===== src/rtl/resv_pkg.sv =====
package resv_pkg;
  typedef enum logic [1:0] {
    SC_FAIL     = 2'd0,
    SC_PASS     = 2'd1,
    SC_UNCACHED = 2'd2
  } sc_code_e;
endpackage


===== src/rtl/resv_entry.sv =====
// One context's reservation: granule address plus armed flag.
module resv_entry #(
  parameter int ADDR_W    = 32,
  parameter int GRAN_BITS = 4
) (
  input  logic              clk,
  input  logic              rst_n,
  input  logic              set_en,
  input  logic [ADDR_W-1:0] set_addr,
  input  logic              clr_en,
  input  logic [ADDR_W-1:0] cmp_addr,
  output logic              flag_o,
  output logic              hit_o
);
  localparam int TAG_W = ADDR_W - GRAN_BITS;

  logic [TAG_W-1:0] tag_q, tag_d;
  logic             flag_q, flag_d;

  // clear applies first, a new reservation overrides it
  always_comb begin
    flag_d = flag_q;
    tag_d  = tag_q;
    if (clr_en) flag_d = 1'b0;
    if (set_en) begin
      flag_d = 1'b1;
      tag_d  = set_addr[ADDR_W-1:GRAN_BITS];
    end
  end

  always_ff @(posedge clk or negedge rst_n) begin
    if (!rst_n) begin
      flag_q <= 1'b0;
      tag_q  <= '0;
    end else begin
      flag_q <= flag_d;
      tag_q  <= tag_d;
    end
  end

  assign flag_o = flag_q;
  assign hit_o  = (tag_q == cmp_addr[ADDR_W-1:GRAN_BITS]);

  // a reservation is armed only by a locked load
  a_r2_arm_cause: assert property (@(posedge clk) disable iff (!rst_n)
    $rose(flag_q) |-> $past(set_en));
  // a clear without a new set disarms the entry
  a_r6_clear_takes: assert property (@(posedge clk) disable iff (!rst_n)
    (clr_en && !set_en) |=> !flag_q);
endmodule


===== src/rtl/resv_fail_ctr.sv =====
// Consecutive store-conditional failure counter, kept modulo the period.
module resv_fail_ctr #(
  parameter int PERIOD = 100000
) (
  input  logic clk,
  input  logic rst_n,
  input  logic fail_en,
  input  logic clr_en,
  output logic wrap_o
);
  localparam int CNT_W = (PERIOD > 1) ? $clog2(PERIOD) : 1;
  localparam logic [CNT_W-1:0] LAST = CNT_W'(PERIOD - 1);

  logic [CNT_W-1:0] cnt_q, cnt_d;

  assign wrap_o = fail_en && (cnt_q == LAST);

  always_comb begin
    cnt_d = cnt_q;
    if (clr_en)       cnt_d = '0;
    else if (fail_en) cnt_d = wrap_o ? '0 : cnt_q + 1'b1;
  end

  always_ff @(posedge clk or negedge rst_n) begin
    if (!rst_n) cnt_q <= '0;
    else        cnt_q <= cnt_d;
  end

  // after a warning the count restarts from zero
  a_r9_wrap_restarts: assert property (@(posedge clk) disable iff (!rst_n)
    wrap_o |=> (cnt_q == '0));
  // a pass or uncacheable attempt empties the count
  a_r9_clear_empties: assert property (@(posedge clk) disable iff (!rst_n)
    clr_en |=> (cnt_q == '0));
endmodule


===== src/rtl/resv_monitor.sv =====
module resv_monitor
  import resv_pkg::*;
#(
  parameter int NCTX        = 4,
  parameter int ADDR_W      = 32,
  parameter int GRAN_BITS   = 4,
  parameter int WARN_PERIOD = 100000,
  localparam int CTX_W      = (NCTX > 1) ? $clog2(NCTX) : 1
) (
  input  logic              clk,
  input  logic              rst_n,
  input  logic              ev_valid,
  input  logic [CTX_W-1:0]  ev_ctx,
  input  logic [ADDR_W-1:0] ev_addr,
  input  logic              ev_store,
  input  logic              ev_locked,
  input  logic              ev_uncached,
  output logic              sc_done,
  output logic [1:0]        sc_code,
  output logic              st_permit,
  output logic              warn_pulse,
  output logic [CTX_W-1:0]  warn_ctx
);
  // asynchronous assert, synchronous release
  logic [1:0] rst_pipe_q;
  logic       rst_s_n;
  always_ff @(posedge clk or negedge rst_n) begin
    if (!rst_n) rst_pipe_q <= 2'b00;
    else        rst_pipe_q <= {rst_pipe_q[0], 1'b1};
  end
  assign rst_s_n = rst_pipe_q[1];

  logic [NCTX-1:0] flag_w, hit_w, set_w, clr_w, fail_w, pass_w, wrap_w;
  logic            is_sc, is_ll, sc_ok, proceed, sc_fail, sc_clr;

  always_comb begin
    is_sc   = ev_valid && ev_store && ev_locked;
    is_ll   = ev_valid && !ev_store && ev_locked;
    sc_ok   = flag_w[ev_ctx] && hit_w[ev_ctx];
    sc_fail = is_sc && !ev_uncached && !sc_ok;
    sc_clr  = is_sc && (ev_uncached || sc_ok);
    proceed = ev_valid && ev_store && (!ev_locked || ev_uncached || sc_ok);
  end

  for (genvar c = 0; c < NCTX; c++) begin : g_ctx
    logic own;
    assign own       = (ev_ctx == CTX_W'(c));
    assign set_w[c]  = is_ll && own;
    assign fail_w[c] = sc_fail && own;
    assign pass_w[c] = sc_clr && own;
    assign clr_w[c]  = fail_w[c] || (proceed && hit_w[c]);

    resv_entry #(.ADDR_W(ADDR_W), .GRAN_BITS(GRAN_BITS)) u_entry (
      .clk(clk), .rst_n(rst_s_n),
      .set_en(set_w[c]), .set_addr(ev_addr),
      .clr_en(clr_w[c]), .cmp_addr(ev_addr),
      .flag_o(flag_w[c]), .hit_o(hit_w[c])
    );

    resv_fail_ctr #(.PERIOD(WARN_PERIOD)) u_fail (
      .clk(clk), .rst_n(rst_s_n),
      .fail_en(fail_w[c]), .clr_en(pass_w[c]),
      .wrap_o(wrap_w[c])
    );
  end

  // result registers
  logic             done_d, permit_d, warn_d;
  logic [1:0]       code_d;
  logic             done_q, permit_q, warn_q;
  logic [1:0]       code_q;
  logic [CTX_W-1:0] wctx_q;

  always_comb begin
    done_d   = is_sc;
    permit_d = proceed;
    warn_d   = |wrap_w;
    code_d   = SC_FAIL;
    if (is_sc) begin
      if (ev_uncached) code_d = SC_UNCACHED;
      else if (sc_ok)  code_d = SC_PASS;
    end
  end

  always_ff @(posedge clk or negedge rst_s_n) begin
    if (!rst_s_n) begin
      done_q   <= 1'b0;
      code_q   <= 2'b00;
      permit_q <= 1'b0;
      warn_q   <= 1'b0;
      wctx_q   <= '0;
    end else begin
      done_q   <= done_d;
      code_q   <= code_d;
      permit_q <= permit_d;
      warn_q   <= warn_d;
      if (warn_d) wctx_q <= ev_ctx;
    end
  end

  assign sc_done    = done_q;
  assign sc_code    = code_q;
  assign st_permit  = permit_q;
  assign warn_pulse = warn_q;
  assign warn_ctx   = wctx_q;

  // a failing result never lets the store through
  a_r3_fail_blocks: assert property (@(posedge clk) disable iff (!rst_s_n)
    (sc_done && sc_code == 2'd0) |-> !st_permit);
  // code 3 is never produced
  a_r3_code_legal: assert property (@(posedge clk) disable iff (!rst_s_n)
    sc_done |-> (sc_code != 2'd3));
  // no result strobe means no code
  a_r10_quiet_code: assert property (@(posedge clk) disable iff (!rst_s_n)
    !sc_done |-> (sc_code == 2'd0));
  // a warning only comes with a failed conditional store
  a_r9_warn_with_fail: assert property (@(posedge clk) disable iff (!rst_s_n)
    warn_pulse |-> (sc_done && sc_code == 2'd0));
  // a result follows a store-conditional event by one cycle
  a_r2_result_timing: assert property (@(posedge clk) disable iff (!rst_s_n)
    (ev_valid && ev_store && ev_locked) |=> sc_done);
  // at most one reservation is armed per cycle
  a_r6_single_arm: assert property (@(posedge clk) disable iff (!rst_s_n)
    $onehot0(set_w));
endmodule


===== config.mk =====
export PLATFORM = sky130hd
export DESIGN_NAME = resv_monitor
export DESIGN_NICKNAME = d
export VERILOG_FILES = /design/src/rtl/resv_pkg.sv /design/src/rtl/resv_entry.sv /design/src/rtl/resv_fail_ctr.sv /design/src/rtl/resv_monitor.sv
export SDC_FILE = /design/constraint.sdc
export NUM_CORES = 1
export LEC_CHECK = 0
export CORE_MARGIN = 5
export CORE_UTILIZATION = 50
export DETAILED_ROUTE_END_ITERATION = 7
export DONT_BUFFER_PORTS = 1
export PLACE_DENSITY_LB_ADDON = 0.3
export RECOVER_POWER = 50
export SETUP_SLACK_MARGIN = 0.02
export SLEW_MARGIN = 20
export SYNTH_ARGS = -nofsm -noshare
export SYNTH_HDL_FRONTEND = slang
export SYNTH_SLANG_ARGS = --single-unit

===== constraint.sdc =====
create_clock -name clk -period 6.4 [get_ports clk]
set_input_delay 1.28 -clock clk [delete_from_list [all_inputs] [get_ports clk]]
set_output_delay 1.28 -clock clk [all_outputs]
set_load 0.05 [all_outputs]

Word level (Yosys, flattened, before mapping):

Index checks and enable logic that the tools add are counted.

* $add $sub $neg: 4
* $lt $le $gt $ge: 1
* equal/unequal tests: 11
* mux-type cells: 27
* reduce and logical (&&, ||, !) cells: 50

Operators with widths (number)
* two-way mux 17 bit: 12
* == test 28 bit: 4
* adder 17 x 1 -> 17 bit (second input constant): 4
* == test 17 bit (second input constant): 4
* logical AND 1 bit: 29
* nonzero test 2 bit: 8
* two-way mux 1 bit: 11
* logical OR 1 bit: 7
* binary-select mux 1 bit (select 2 bit): 2
* == test 2 bit (second input constant): 2
* logical NOT 1 bit: 4
* two-way mux 2 bit: 2
* OR reduction 4 bit: 1
* less-than comparator 2 x 3 -> 1 bit (second input constant): 1
* == test 2 x 1 -> 1 bit (second input constant): 1
* logical NOT 2 bit: 1

* flip-flop bits (word level): 193
* output and inout port bits: 7

Longest topological paths before layout:

Gate-level depths: netlist of run 1.

* word-level depth: 11
* mapped depth: 10
* mapped depth without buffers: 8

By module:

Synthesis of run 1 repeated with hierarchy kept, for this count alone.

* cell total of the unflattened synthesis: 840
* area, all modules: 9695.5 um^2

Modules (own cells, without submodules)
* resv_entry: instances 4, cells an instance 99, area an instance 1377.6 um^2, seq. area each 725.7 um^2
* resv_fail_ctr at g_ctx[0].u_fail ...: instances 3, cells an instance 96, area an instance 899.6 um^2, seq. area each 425.4 um^2
* resv_fail_ctr at g_ctx[3].u_fail: instances 1, cells an instance 97, area an instance 939.7 um^2, seq. area each 425.4 um^2
* resv_monitor: instances 1, cells an instance 59, area an instance 546.8 um^2, seq. area each 225.2 um^2

Worst setup path after synthesis of run 1:

OpenSTA, ideal clock, no wires.

* path type: input port to flip-flop
* from: input ev_addr[21]
* to: register g_ctx[3].u_entry.flag_q
* setup time: 133 ps
* arrival time: 3228 ps
* data required time: 6267 ps
* slack: 3039 ps
* cell stages on the path: 9
* buffers on the path: 2
* cell sequence: buf_2 xor2_1 nor4_1 nand3_1 o21a_1 o41a_1 buf_6 a2111oi_0 nor2_1

* cells in the longest elaborated chain, start to end: 9
* elaborated cells on any way between the ends: 15
* those cells by class: eq/ne: 4; mux: 2; reduce/logical: 9

RTL lines
* start: declaration: RTL line resv_monitor.sv:14 `input logic [ADDR_W-1:0] ev_addr,`
* == test 28 bit: RTL line resv_entry.sv:42 `assign hit_o = (tag_q == cmp_addr[ADDR_W-1:GRAN_BITS]);`
* binary-select mux 1 bit (select 2 bit): RTL line resv_monitor.sv:39 `sc_ok = flag_w[ev_ctx] && hit_w[ev_ctx];`
* two-way mux 1 bit (implied by the code): RTL line resv_monitor.sv:39
* logical AND 1 bit: RTL line resv_monitor.sv:39
* logical NOT 1 bit or logical OR 1 bit (tied branches): RTL line resv_monitor.sv:40, resv_monitor.sv:42
* logical AND 1 bit (on tied branches): RTL line resv_monitor.sv:40, resv_monitor.sv:42
* logical AND 1 bit (on tied branches): RTL line resv_monitor.sv:49, resv_monitor.sv:51
* logical OR 1 bit *: RTL line resv_monitor.sv:51 `assign clr_w[c] = fail_w[c] || (proceed && hit_w[c]);`
* nonzero test 2 bit (no line) *
* end signal: assignment: RTL line resv_entry.sv:36 `flag_q <= flag_d;`
* end: declaration: RTL line resv_entry.sv:18 `logic flag_q, flag_d;`

Every way passes the cells marked *; elsewhere a longest branch is shown, timed or not. The select of a mux whose other input is x is not followed.
A chain may end at the register's enable or synchronous reset.

Worst setup path in the final report of run 1:

* from: input ev_addr[31]
* to: register g_ctx[0].u_entry.flag_q

* cells in the longest elaborated chain, start to end: 9
* elaborated cells on any way between the ends: 15
* those cells by class: eq/ne: 4; mux: 2; reduce/logical: 9

RTL lines (RTL line)
* == test 28 bit: resv_entry.sv:42
* binary-select mux 1 bit (select 2 bit): resv_monitor.sv:39
* two-way mux 1 bit (implied by the code): resv_monitor.sv:39
* logical AND 1 bit: resv_monitor.sv:39
* logical NOT 1 bit or logical OR 1 bit (tied branches): resv_monitor.sv:40, resv_monitor.sv:42
* logical AND 1 bit (on tied branches): resv_monitor.sv:40, resv_monitor.sv:42
* logical AND 1 bit (on tied branches): resv_monitor.sv:49, resv_monitor.sv:51
* logical OR 1 bit *: resv_monitor.sv:51
* nonzero test 2 bit (no line) *
* end signal: assignment: resv_entry.sv:36
* end: declaration: resv_entry.sv:18

Marked as above.

==> impl_metrics.py, run 1 <==
metrics = {
    "status": {
        "status": "finished, violations left",
        "failed_checks": "capacitance limit, slew limit",
    },
    "die": {
        "fp.dieW_um": 154,
        "die_h_um": 154,
        "core_area_mm2": 0.0204,
        "rows": 52,
        "dieArea_mm2": 0.0237,
        "num_io_pins": 47,
        "start_util": 0.510,
    },
    "worst_setup_path": {
        "worstPathCellList": "xor2_1 > nor4_1 > nand4_1 > o21a_1 > o41a_1 > buf_4 > a2111oi_2 > o21ai_1",
        "cp_slowest_cell": "o41a_1",
        "worstSetupPathType": "primary input to flop",
        "cp_top_family": "compound AO/OA/AOI/OAI gates",
        "r2r-end": "g_ctx[1].u_entry.tag_q[5]$_DFFE_PN0P_",
        "cp.arrival_ns": 3.97,
        "reg2reg_depth": 1,
        "crit_required_ns": 6.70,
        "reg2reg_from": "rst_pipe_q[1]$_DFF_PN0_",
        "start_kind": "primary input",
        "endpoint_kind": "flop",
        "r2r_slack_ns": 2.94,
        "cp_max_fo": 38,
        "path_buf_inv": 1,
        "cp_slowest_stage_delay_ns": 0.59,
    },
    "detailed_routing": {
        "wirelength_um": 22000,
        "drc_errors": 0,
        "viasPerCell": 5.87,
        "ant_nets": 0,
        "route.vias.total": 7173,
        "first_iter_violations": 466,
        "wl_per_cell_um": 18.0,
        "dr.pass1.iters": 5,
    },
    "clock_network": {
        "postCtsSetupBuffers": 0,
        "h-tree-depth": 4,
        "clock-sinks": 193,
        "root_buffer": "clkbuf_16",
        "cts_tree": "done",
        "clkTransAtPathRegs_ns": 0.08,
        "cts_hold_buf": 0,
        "ctsResizeCount": 0,
        "clk_latency_ns": 0.45,
        "ctsLongestPathBuffers": 2,
        "cts_buffers": 17,
    },
    "pwr": {
        "p_leak_nw": 4.49,
        "peakVddDrop_mv": 0.226,
        "pwr_density_cell_mw_per_mm2": 289,
        "finalPower_mw": 3.21,
    },
    "logic_synthesis": {
        "ys_dominant_reg_cell": "dfrtp_1",
        "syn_inst": 976,
        "yosysWarnings": 0,
        "ys_seq_elements": 193,
        "avgSynthCellArea_um2": 10.6,
        "synth_edf_count": 0,
        "syn_area_mm2": 0.0104,
        "async_flop_share": 1.00,
        "seq_area_frac_synth": 0.465,
        "synth_area_leaders": "dfrtp_1, mux2_2, xor2_1, xnor2_1, nand2_1",
        "yosys.area.top_type_share": 0.465,
        "syn-num-nets": 1020,
        "synth_area_leader_cell": "dfrtp_1",
        "synth_cell_types": 72,
    },
    "grt": {
        "first_global_vias": 7015,
        "antenna_found_initial": 0,
        "grt_start_max_net_pins": 192,
        "grt_first_pass_wirelength_um": 36500,
        "grt_overflow": 0,
        "grtUsageTotal": 0.190,
    },
    "hold_path": {
        "holdCritPathClass": "flop to flop",
        "min_from": "rst_pipe_q[0]$_DFF_PN0_",
        "whs_endpoint": "rst_pipe_q[1]$_DFF_PN0_",
        "whs_path_depth": 0,
    },
    "sta": {
        "post-route-period-util": 0.573,
        "rsz0062_at_grt": "no",
        "fin_skew_ns": 0.0147,
        "fmax_mhz": 273,
        "period_minus_slack_ns": 3.67,
        "hold_viol_final": 0,
        "setup_tns_ns": 0,
        "setup_viol": 0,
        "tightest_slew_ns": 3.37,
        "slew_violations": 62,
        "max-slew-margin-rel": -1.25,
    },
    "placement": {
        "io_buffers": 0,
        "placed_cells": 1189,
        "dp_hpwl_um": 14600,
        "gp_congestion": 0.816,
    },
    "job": {
        "maxCapViolations": 1,
    },
    "cells_and_area": {
        "fill_cells": 1776,
        "final_common_cell": "dfrtp_1",
        "final_cells": 1222,
        "final_nets": 983,
        "final_cell_mix": "dfrtp_1, mux2_2, xor2_1, nand2_1, nor2_1",
        "area_growth_pct": 7.20,
        "antennaDiodeCount": 0,
        "layout-drive-gt1-share": 0.189,
    },
}
flip-flops by register name, indices dropped and copies added (netlist names):
register,flops
g_ctx.u_entry.tag_q,112
g_ctx.u_fail.cnt_q,68
g_ctx.u_entry.flag_o,4
rst_pipe_q,2
sc_code,2
warn_ctx,2
sc_done,1
st_permit,1
warn_pulse,1
stage by stage:
step / util / cell area, µm² / hold WS [ns] / setup slack, ns
detailed placement: 0.514 / 10500 / 0.347 / 2.20
finish: 0.546 / 11100 / 0.366 / 2.73
global route: 0.546 / 11100 / 0.385 / 2.21
global placement: 0.514 / 10500 / 0.341 / 2.24
floorplan: - / 10400 / 0.331 / 0.624
CTS: 0.545 / 11100 / 0.366 / 2.67
synthesized netlist by cell type, drive strengths merged (13+ instances only):
cell type  count
o31ai         13
o21ai         37
a21oi         28
dfrtp        193
or4           18
nand3         41
nor2          48
nor3          17
mux2         113
xor2          89
clkbuf        21
nand4         35
buf           43
xnor2         31
nor4          35
or3           13
inv           21
nand2         66
kinds of logic after synthesis:
| family | share of synthesized area |
|---|---|
| and+or+nand+nor | 0.164 |
| AOI/OAI and AO/OA | 0.0914 |
| other | 0.000361 |
| DFF | 0.465 |
| muxes | 0.133 |
| xor gates and xnor gates | 0.101 |
| adders and majority gates | 0.00482 |
| buffers and inverters | 0.0403 |
per-layer routing:
layer	routed length [µm]	vias up	GRT usage
met3	939	20	0.0458
met2	10700	117	0.308
li1	-	3473	-
met5	0	-	0
met1	9990	3563	0.255
met4	376	0	0.0534
worst max-delay path by stage:
stage,from,endpoint,slack [ns],cells after the start
floorplan,rst_pipe_q[1]$_DFF_PN0_,g_ctx[0].u_entry.flag_o$_DFFE_PN0P_,0.62,0
global placement,ev_addr[31],g_ctx[0].u_entry.flag_o$_DFFE_PN0P_,2.24,8
detailed placement,ev_addr[31],g_ctx[0].u_entry.flag_o$_DFFE_PN0P_,2.20,8
CTS,ev_addr[31],g_ctx[0].u_entry.flag_o$_DFFE_PN0P_,2.67,8
global route,rst_pipe_q[1]$_DFF_PN0_,g_ctx[2].u_entry.tag_q[6]$_DFFE_PN0P_,2.21,1
finish,ev_addr[31],g_ctx[0].u_entry.flag_o$_DFFE_PN0P_,2.73,8
report_power, final:
group          internal, mW  total, mW  switching [mW]
combinational         0.265      0.483           0.219
sequential             1.42       1.57           0.149
clock                 0.639       1.16           0.519
area by class of cell:
| type | count | area (µm²) | area share |
|---|---|---|---|
| clock buffer | 18 | 429 | 0.0386 |
| clock inverter | 14 | 213 | 0.0191 |
| inverter | 22 | 82.6 | 0.00742 |
| multi-input combinational | 697 | 5150 | 0.463 |
| sequential | 193 | 4830 | 0.434 |
| tap | 270 | 338 | 0.0304 |
| timing repair buffer | 8 | 76.3 | 0.00686 |
Power figures use the tool's default switching activity.
==> run 2: changes to the inputs <==
--- a/config.mk
+++ b/config.mk
@@ -5,6 +5,7 @@
 export SDC_FILE = /design/constraint.sdc
 export NUM_CORES = 1
 export LEC_CHECK = 0
+export ABC_AREA = 1
 export CORE_MARGIN = 5
 export CORE_UTILIZATION = 50
 export DETAILED_ROUTE_END_ITERATION = 7
==> constraint.sdc (replaced) <==
create_clock -name clk -period 3.6 [get_ports clk]
set_input_delay 0.72 -clock clk [delete_from_list [all_inputs] [get_ports clk]]
set_output_delay 0.72 -clock clk [all_outputs]
set_load 0.05 [all_outputs]
==> run 2 against run 1 <==
The flow still finishes with violations (capacitance limit, slew limit). Die area grew 0.94%. First-iteration DRC count up 1.9%. Combinational power up 130%. Critical endpoint is now g_ctx[0].u_fail.cnt_q[10]$_DFFE_PN0P_. Highest routed layer unchanged.
==> impl_metrics.py, run 2 <==
metrics = {
    "status": {
        "failed_checks": "capacitance limit, slew limit",
        "status": "finished, violations left",
    },
    "pwr": {
        "finalPower_mw": 5.98,
        "pwr-share-comb": 0.189,
        "seqPwrFrac": 0.493,
        "power.internal_mw": 4.05,
        "power_switching_mw": 1.93,
        "pwr_density_cell_mw_per_mm2": 530,
        "peakVddDrop_mv": 0.346,
        "swShare": 0.323,
        "clock_power_share": 0.318,
        "p_leak_nw": 5.40,
    },
    "sta": {
        "rsz0062_at_grt": "no",
        "setup_viol": 0,
        "hold_viol_final": 0,
        "slew_violations": 86,
        "tightest_slew_ns": 2.07,
        "post-route-period-util": 0.759,
        "fin_skew_ns": 0.0190,
        "max-slew-margin-rel": -0.380,
        "period_minus_slack_ns": 2.73,
        "fmax_mhz": 366,
        "setup_tns_ns": 0,
    },
    "clock_network": {
        "clk_latency_ns": 0.45,
        "h-tree-depth": 4,
        "cts_hold_buf": 1,
        "ctsLongestPathBuffers": 2,
        "root_buffer": "clkbuf_16",
        "clkTransAtPathRegs_ns": 0.08,
        "cts_tree": "done",
        "cts_buffers": 17,
        "ctsResizeCount": 0,
        "clock-sinks": 193,
        "postCtsSetupBuffers": 0,
    },
    "grt": {
        "grt_overflow": 0,
        "first_global_vias": 7784,
        "grtUsageTotal": 0.189,
        "antenna_found_initial": 0,
        "grt_start_max_net_pins": 104,
        "grt_first_pass_wirelength_um": 37400,
    },
    "hold_path": {
        "holdCritPathClass": "flop to asynchronous set/reset pin",
    },
    "cells_and_area": {
        "top_register": "g_ctx.u_entry.tag_q",
        "area_growth_pct": 7.46,
        "layout-drive-gt1-share": 0.0639,
        "fill_cells": 1960,
        "final_common_cell": "nand2_1",
        "antennaDiodeCount": 0,
        "largest_reg_flops": 112,
        "final_cell_mix": "nand2_1, dfrtp_1, o21ai_0, inv_1, nor2_1",
        "final_nets": 1361,
    },
    "logic_synthesis": {
        "ys_dominant_reg_cell": "dfrtp_1",
        "synth_area_leaders": "dfrtp_1, nand2_1, o21ai_0, xor2_1, inv_1",
        "yosysWarnings": 0,
        "synth_edf_count": 0,
        "yosys.area.top_type_share": 0.461,
        "ys_seq_elements": 193,
        "syn_area_mm2": 0.0105,
        "synth_common_cells": "nand2_1, dfrtp_1, o21ai_0, inv_1, nor2_1",
        "seq_area_frac_synth": 0.461,
        "avgSynthCellArea_um2": 7.79,
        "synth_cell_types": 37,
        "syn-num-nets": 1390,
        "synth_area_leader_cell": "dfrtp_1",
        "syn_inst": 1346,
        "async_flop_share": 1.00,
        "synthMostInstantiatedCell": "nand2_1",
    },
    "die": {
        "start_util": 0.503,
        "fp.dieW_um": 155,
        "num_io_pins": 47,
        "core_area_mm2": 0.0208,
        "rows": 53,
        "dieArea_mm2": 0.0240,
        "die_h_um": 155,
    },
    "detailed_routing": {
        "viasPerCell": 5.11,
        "dr.pass1.iters": 7,
        "route.met2.wl_um": 10200,
        "route.vias.total": 8194,
        "wl_per_cell_um": 13.7,
        "ant_nets": 0,
        "first_iter_violations": 475,
        "wl_met1_um": 10400,
        "drc_errors": 0,
        "met3_wirelength_um": 1180,
        "routed.top_layer": "met4",
        "wirelength_um": 22000,
    },
    "worst_setup_path": {
        "reg2reg_from": "g_ctx[3].u_entry.tag_q[23]$_DFFE_PN0P_",
        "cp_slowest_stage_delay_ns": 0.40,
        "start_kind": "flop",
        "worstSetupPathType": "flop to flop",
        "cp_max_fo": 7,
        "cp_slowest_cell": "dfrtp_1",
        "cp.arrival_ns": 3.05,
        "endpoint_kind": "flop",
        "cp-startpoint": "g_ctx[3].u_entry.tag_q[23]$_DFFE_PN0P_",
        "cpMostUsedCell": "nor2_1",
        "crit_required_ns": 3.92,
        "worstPathCellList": "xnor2_1 > nand2_1 > nor2_1 > nand3_1 > nor2_1 > nor2_1 > nor2_1 > nand2_2 > a21oi_4 > nand2_1 > nand2_2 > buf_4 > o21ai_2",
        "reg2reg_depth": 13,
    },
    "placement": {
        "gp_congestion": 0.860,
        "dp_hpwl_um": 14900,
        "io_buffers": 0,
    },
    "job": {
        "maxCapViolations": 1,
    },
}
[run 2: changes by cell type after synthesis, moves of 18 or more]
cell,delta
o21ai_0,+116
xor2_1,-24
nand2_1,+319
nor2_1,+52
or4_1,-18
xnor2_1,+28
mux2_2,-112
inv_1,+119
a21oi_1,-24
[run 2: kinds of logic after synthesis]
family | Yosys count | synth area share
AO/OA/AOI/OAI | 177 | 0.0911
other | 1 | 0.000358
buffers and inverters | 213 | 0.0808
XOR/XNOR | 124 | 0.104
AND/OR/NAND/NOR | 634 | 0.259
flip-flops | 193 | 0.461
adder cells (fa/ha/maj) | 4 | 0.00478
[run 2: metrics by stage]
stage,worst slack (ns),cells,area (µm²),hold WS [ns],util
floorplan,0.418,1346,10500,0.331,-
global placement,0.574,1572,10700,0.123,0.512
detailed placement,0.550,1572,10700,0.126,0.512
CTS,0.854,1605,11300,0.134,0.542
global route,0.649,1605,11300,0.122,0.541
finish,0.867,1605,11300,0.0984,0.541
[run 2: metal layers]
| metal | vias up | GRT usage |
|---|---|---|
| li1 | 4198 | - |
| met4 | 0 | 0.0412 |
| met2 | 129 | 0.304 |
| met5 | - | 0 |
| met3 | 11 | 0.0515 |
| met1 | 3856 | 0.257 |
[run 2: cell type report]
cell class                 count  area [µm²]  area share
inverter                     155         583      0.0518
tap                          275         344      0.0305
clock inverter                13         161      0.0143
multi-input combinational    940        4810       0.427
timing repair buffer          10        87.6     0.00778
sequential                   193        4830       0.429
clock buffer                  19         443      0.0393
[run 2: worst max-delay path, delay by kind of cell, from the launching register on]
family                    cells  cell delay (ns)
AOI/OAI and AO/OA             2             0.30
xor gates and xnor gates      1             0.16
buffers and inverters         1             0.20
DFF                           1             0.40
and+or+nand+nor               9             1.54
[run 2: final timing paths]
path / endpoint / slack, ns
setup / recovery: g_ctx[0].u_fail.cnt_q[10]$_DFFE_PN0P_ / 0.87
hold / removal: g_ctx[1].u_entry.tag_q[20]$_DFFE_PN0P_ / 0.1
setup reg to reg: g_ctx[0].u_fail.cnt_q[10]$_DFFE_PN0P_ / 0.87
hold reg to reg: g_ctx[1].u_entry.tag_q[20]$_DFFE_PN0P_ / 0.1
max in group asynchronous: g_ctx[0].u_fail.cnt_q[4]$_DFFE_PN0P_ / 1.23
min in group clk: rst_pipe_q[1]$_DFF_PN0_ / 0.36
[run 2: power by group through the flow]
stage	Sequential, mW	Combinational [mW]	Clock, mW
2_1_floorplan	2.93	0.953	0
3_3_place_gp	2.97	1.10	0
3_5_place_dp	2.98	1.14	0
4_1_cts	2.95	1.14	1.95
5_1_grt	3.01	1.32	2.04
6_report	2.95	1.13	1.90
==> run 3: changes to the inputs <==
==> constraint.sdc (replaced) <==
create_clock -name clk -period 2.48 [get_ports clk]
set_input_delay 0.496 -clock clk [delete_from_list [all_inputs] [get_ports clk]]
set_output_delay 0.496 -clock clk [all_outputs]
set_load 0.05 [all_outputs]
==> run 3 against run 2 <==
The flow now finishes without violations. Clock power grew 46%. Clock skew fell by 0.0052 ns. Utilization up 2.3 points. Worst hold slack improved by 0.081 ns. Fmax grew 16%. Sequential power increased by 46%. Combinational power up 50%. Design area is 4.2% higher. Via count is 2.5% higher. Setup slack got worse by 0.73 ns. Flip-flop and latch count unchanged. Critical path type unchanged. Highest routed layer unchanged.
==> impl_metrics.py, run 3 (synthesis gave the netlist of run 2 again) <==
metrics = {
    "status": {
        "status": "completed",
    },
    "clock_network": {
        "cts_buffers": 17,
        "ctsLongestPathBuffers": 2,
        "h-tree-depth": 4,
        "root_buffer": "clkbuf_16",
        "clk_latency_ns": 0.44,
        "cts_tree": "done",
        "clkTransAtPathRegs_ns": 0.08,
        "clock-sinks": 193,
    },
    "cells_and_area": {
        "utilization": 0.564,
        "final_common_cell": "nand2_1",
        "largest_reg_flops": 112,
        "final_cell_mix": "nand2_1, dfrtp_1, o21ai_0, inv_1, nor2_1",
        "area_growth_pct": 12.0,
        "top_register": "g_ctx.u_entry.tag_q",
        "fill_cells": 1907,
        "final_cells": 1652,
        "final_nets": 1408,
        "final_cell_area_mm2": 0.0117,
        "layout-drive-gt1-share": 0.108,
        "antennaDiodeCount": 0,
    },
    "grt": {
        "grtUsageTotal": 0.196,
        "grt_overflow": 0,
        "antenna_found_initial": 0,
        "grt_first_pass_wirelength_um": 38800,
        "grt_start_max_net_pins": 58,
        "first_global_vias": 7984,
    },
    "worst_setup_path": {
        "r2r-end": "g_ctx[3].u_fail.cnt_q[9]$_DFFE_PN0P_",
        "cp_slowest_cell": "nor2_2",
        "cp_max_fo": 12,
        "reg2reg_depth": 14,
        "crit_required_ns": 2.82,
        "start_kind": "flop",
        "endpoint_kind": "flop",
        "reg2reg_from": "g_ctx[1].u_entry.tag_q[4]$_DFFE_PN0P_",
        "cp_slowest_stage_delay_ns": 0.48,
        "worstPathCellList": "xor2_1 > nor2_1 > nand2_1 > nor2_1 > nand2_1 > nor2_2 > nor2_1 > nor2_4 > nand2_4 > nand2_8 > nor2_2 > o21ai_0 > nand2_1 > inv_1",
        "cp.arrival_ns": 2.69,
        "worstSetupPathType": "flop to flop",
        "r2r_slack_ns": 0.13,
    },
    "detailed_routing": {
        "route.vias.total": 8399,
        "wl_per_cell_um": 13.9,
        "ant_nets": 0,
        "wirelength_um": 23000,
        "viasPerCell": 5.08,
        "dr.pass1.iters": 5,
        "first_iter_violations": 454,
        "drc_errors": 0,
    },
    "pwr": {
        "power.internal_mw": 5.97,
        "pwr_density_cell_mw_per_mm2": 747,
        "pwr-share-comb": 0.194,
        "swShare": 0.320,
        "p_leak_nw": 5.68,
        "clock_power_share": 0.317,
        "power_switching_mw": 2.81,
        "seqPwrFrac": 0.490,
        "peakVddDrop_mv": 0.427,
    },
    "job": {
        "maxCapViolations": 0,
    },
    "sta": {
        "finalHoldWorstSlack_ns": 0.180,
        "slew_violations": 0,
        "hold_viol_final": 0,
        "rsz0062_at_grt": "yes",
        "max-slew-margin-rel": 0.287,
        "fmax_mhz": 426,
        "post-route-period-util": 0.946,
        "tightest_slew_ns": 1.07,
        "setup_tns_ns": 0,
        "setup_viol": 0,
        "fin_skew_ns": 0.0138,
        "period_minus_slack_ns": 2.35,
    },
    "placement": {
        "gp_congestion": 0.936,
        "place_area_mm2": 0.0110,
        "dp_hpwl_um": 15800,
        "placed_cells": 1612,
        "io_buffers": 0,
    },
    "die": {
        "rows": 53,
        "fp.dieW_um": 155,
        "dieArea_mm2": 0.0240,
        "core_area_mm2": 0.0208,
        "die_h_um": 155,
        "start_util": 0.503,
        "num_io_pins": 47,
    },
    "hold_path": {
        "whs_endpoint": "sc_done$_DFF_PN0_",
        "holdCritPathClass": "primary input to flop",
        "min_from": "ev_locked",
        "whs_path_depth": 2,
    },
}
==> run 3: changes by cell type in the layout (fill, tap and decap cells not counted), sizes merged <==
cell / change
nor2: +1
bufinv: +1
clkbuf: +6
buf: +39
==> run 3: stage by stage <==
stage | setup WS (ns) | power, mW
final | 0.134 | 8.77
after global routing | -0.00516 | 9.35
after CTS | 0.0445 | 8.83
after detailed placement | -0.0526 | 6.02
after global placement | -0.0173 | 5.94
after floorplan | 0.266 | 5.64
==> run 3: worst max-delay path by stage <==
| stage | startpoint | to | slack, ns | depth (start not counted) |
|---|---|---|---|---|
| 4_1_cts | g_ctx[3].u_entry.tag_q[14]$_DFFE_PN0P_ | g_ctx[3].u_fail.cnt_q[16]$_DFFE_PN0P_ | 0.04 | 16 |
| 3_3_place_gp | ev_addr[18] | g_ctx[3].u_fail.cnt_q[16]$_DFFE_PN0P_ | -0.02 | 16 |
| 5_1_grt | g_ctx[0].u_entry.tag_q[13]$_DFFE_PN0P_ | g_ctx[1].u_fail.cnt_q[13]$_DFFE_PN0P_ | -0.005 | 18 |
| 2_1_floorplan | ev_addr[4] | g_ctx[0].u_fail.cnt_q[10]$_DFFE_PN0P_ | 0.27 | 18 |
| 6_report | g_ctx[1].u_entry.tag_q[4]$_DFFE_PN0P_ | g_ctx[3].u_fail.cnt_q[9]$_DFFE_PN0P_ | 0.13 | 14 |
| 3_5_place_dp | ev_addr[18] | g_ctx[3].u_fail.cnt_q[16]$_DFFE_PN0P_ | -0.05 | 16 |
==> run 3: layout make-up <==
type                            instances  area, µm²  share of cell area
Clock buffer                           18        429              0.0366
Multi-Input combinational cell        941       4920               0.419
Sequential cell                       193       4830               0.411
Inverter                              155        586              0.0499
Clock inverter                         14        171              0.0146
Timing Repair Buffer                   56        455              0.0388
Tap cell                              275        344              0.0293
==> run 3: repair_timing <==
action / 4_1_cts / 5_1_grt
endpoints found under the setup margin: 0 / 71
hold endpoints to repair: 2 / 0
hold buffers: 1 / 0
gates resized for setup: 0 / 38
buffers inserted: 0 / 6
==> run 3: power by group through the flow <==
| stage | Sequential [mW] | Combinational, mW | Clock (mW) |
|---|---|---|---|
| final | 4.30 | 1.70 | 2.78 |
| after global routing | 4.39 | 1.98 | 2.98 |
| after CTS | 4.30 | 1.68 | 2.85 |
| after detailed placement | 4.34 | 1.67 | 0 |
| after global placement | 4.33 | 1.61 | 0 |
| after floorplan | 4.26 | 1.38 | 0 |
==> run 3: worst max-delay path: cells and delay by family (launching register included) <==
kind	cells	cell delay, ns
xor gates and xnor gates	1	0.17
buffers and inverters	1	0.04
and+or+nand+nor	11	1.49
AOI/OAI and AO/OA	1	0.16
DFF	1	0.39
==> run 3: routing by layer <==
layer | global-route usage | wire, µm
met3 | 0.0484 | 1120
met5 | 0 | 0
met2 | 0.320 | 10900
met1 | 0.264 | 10700
met4 | 0.0534 | 264
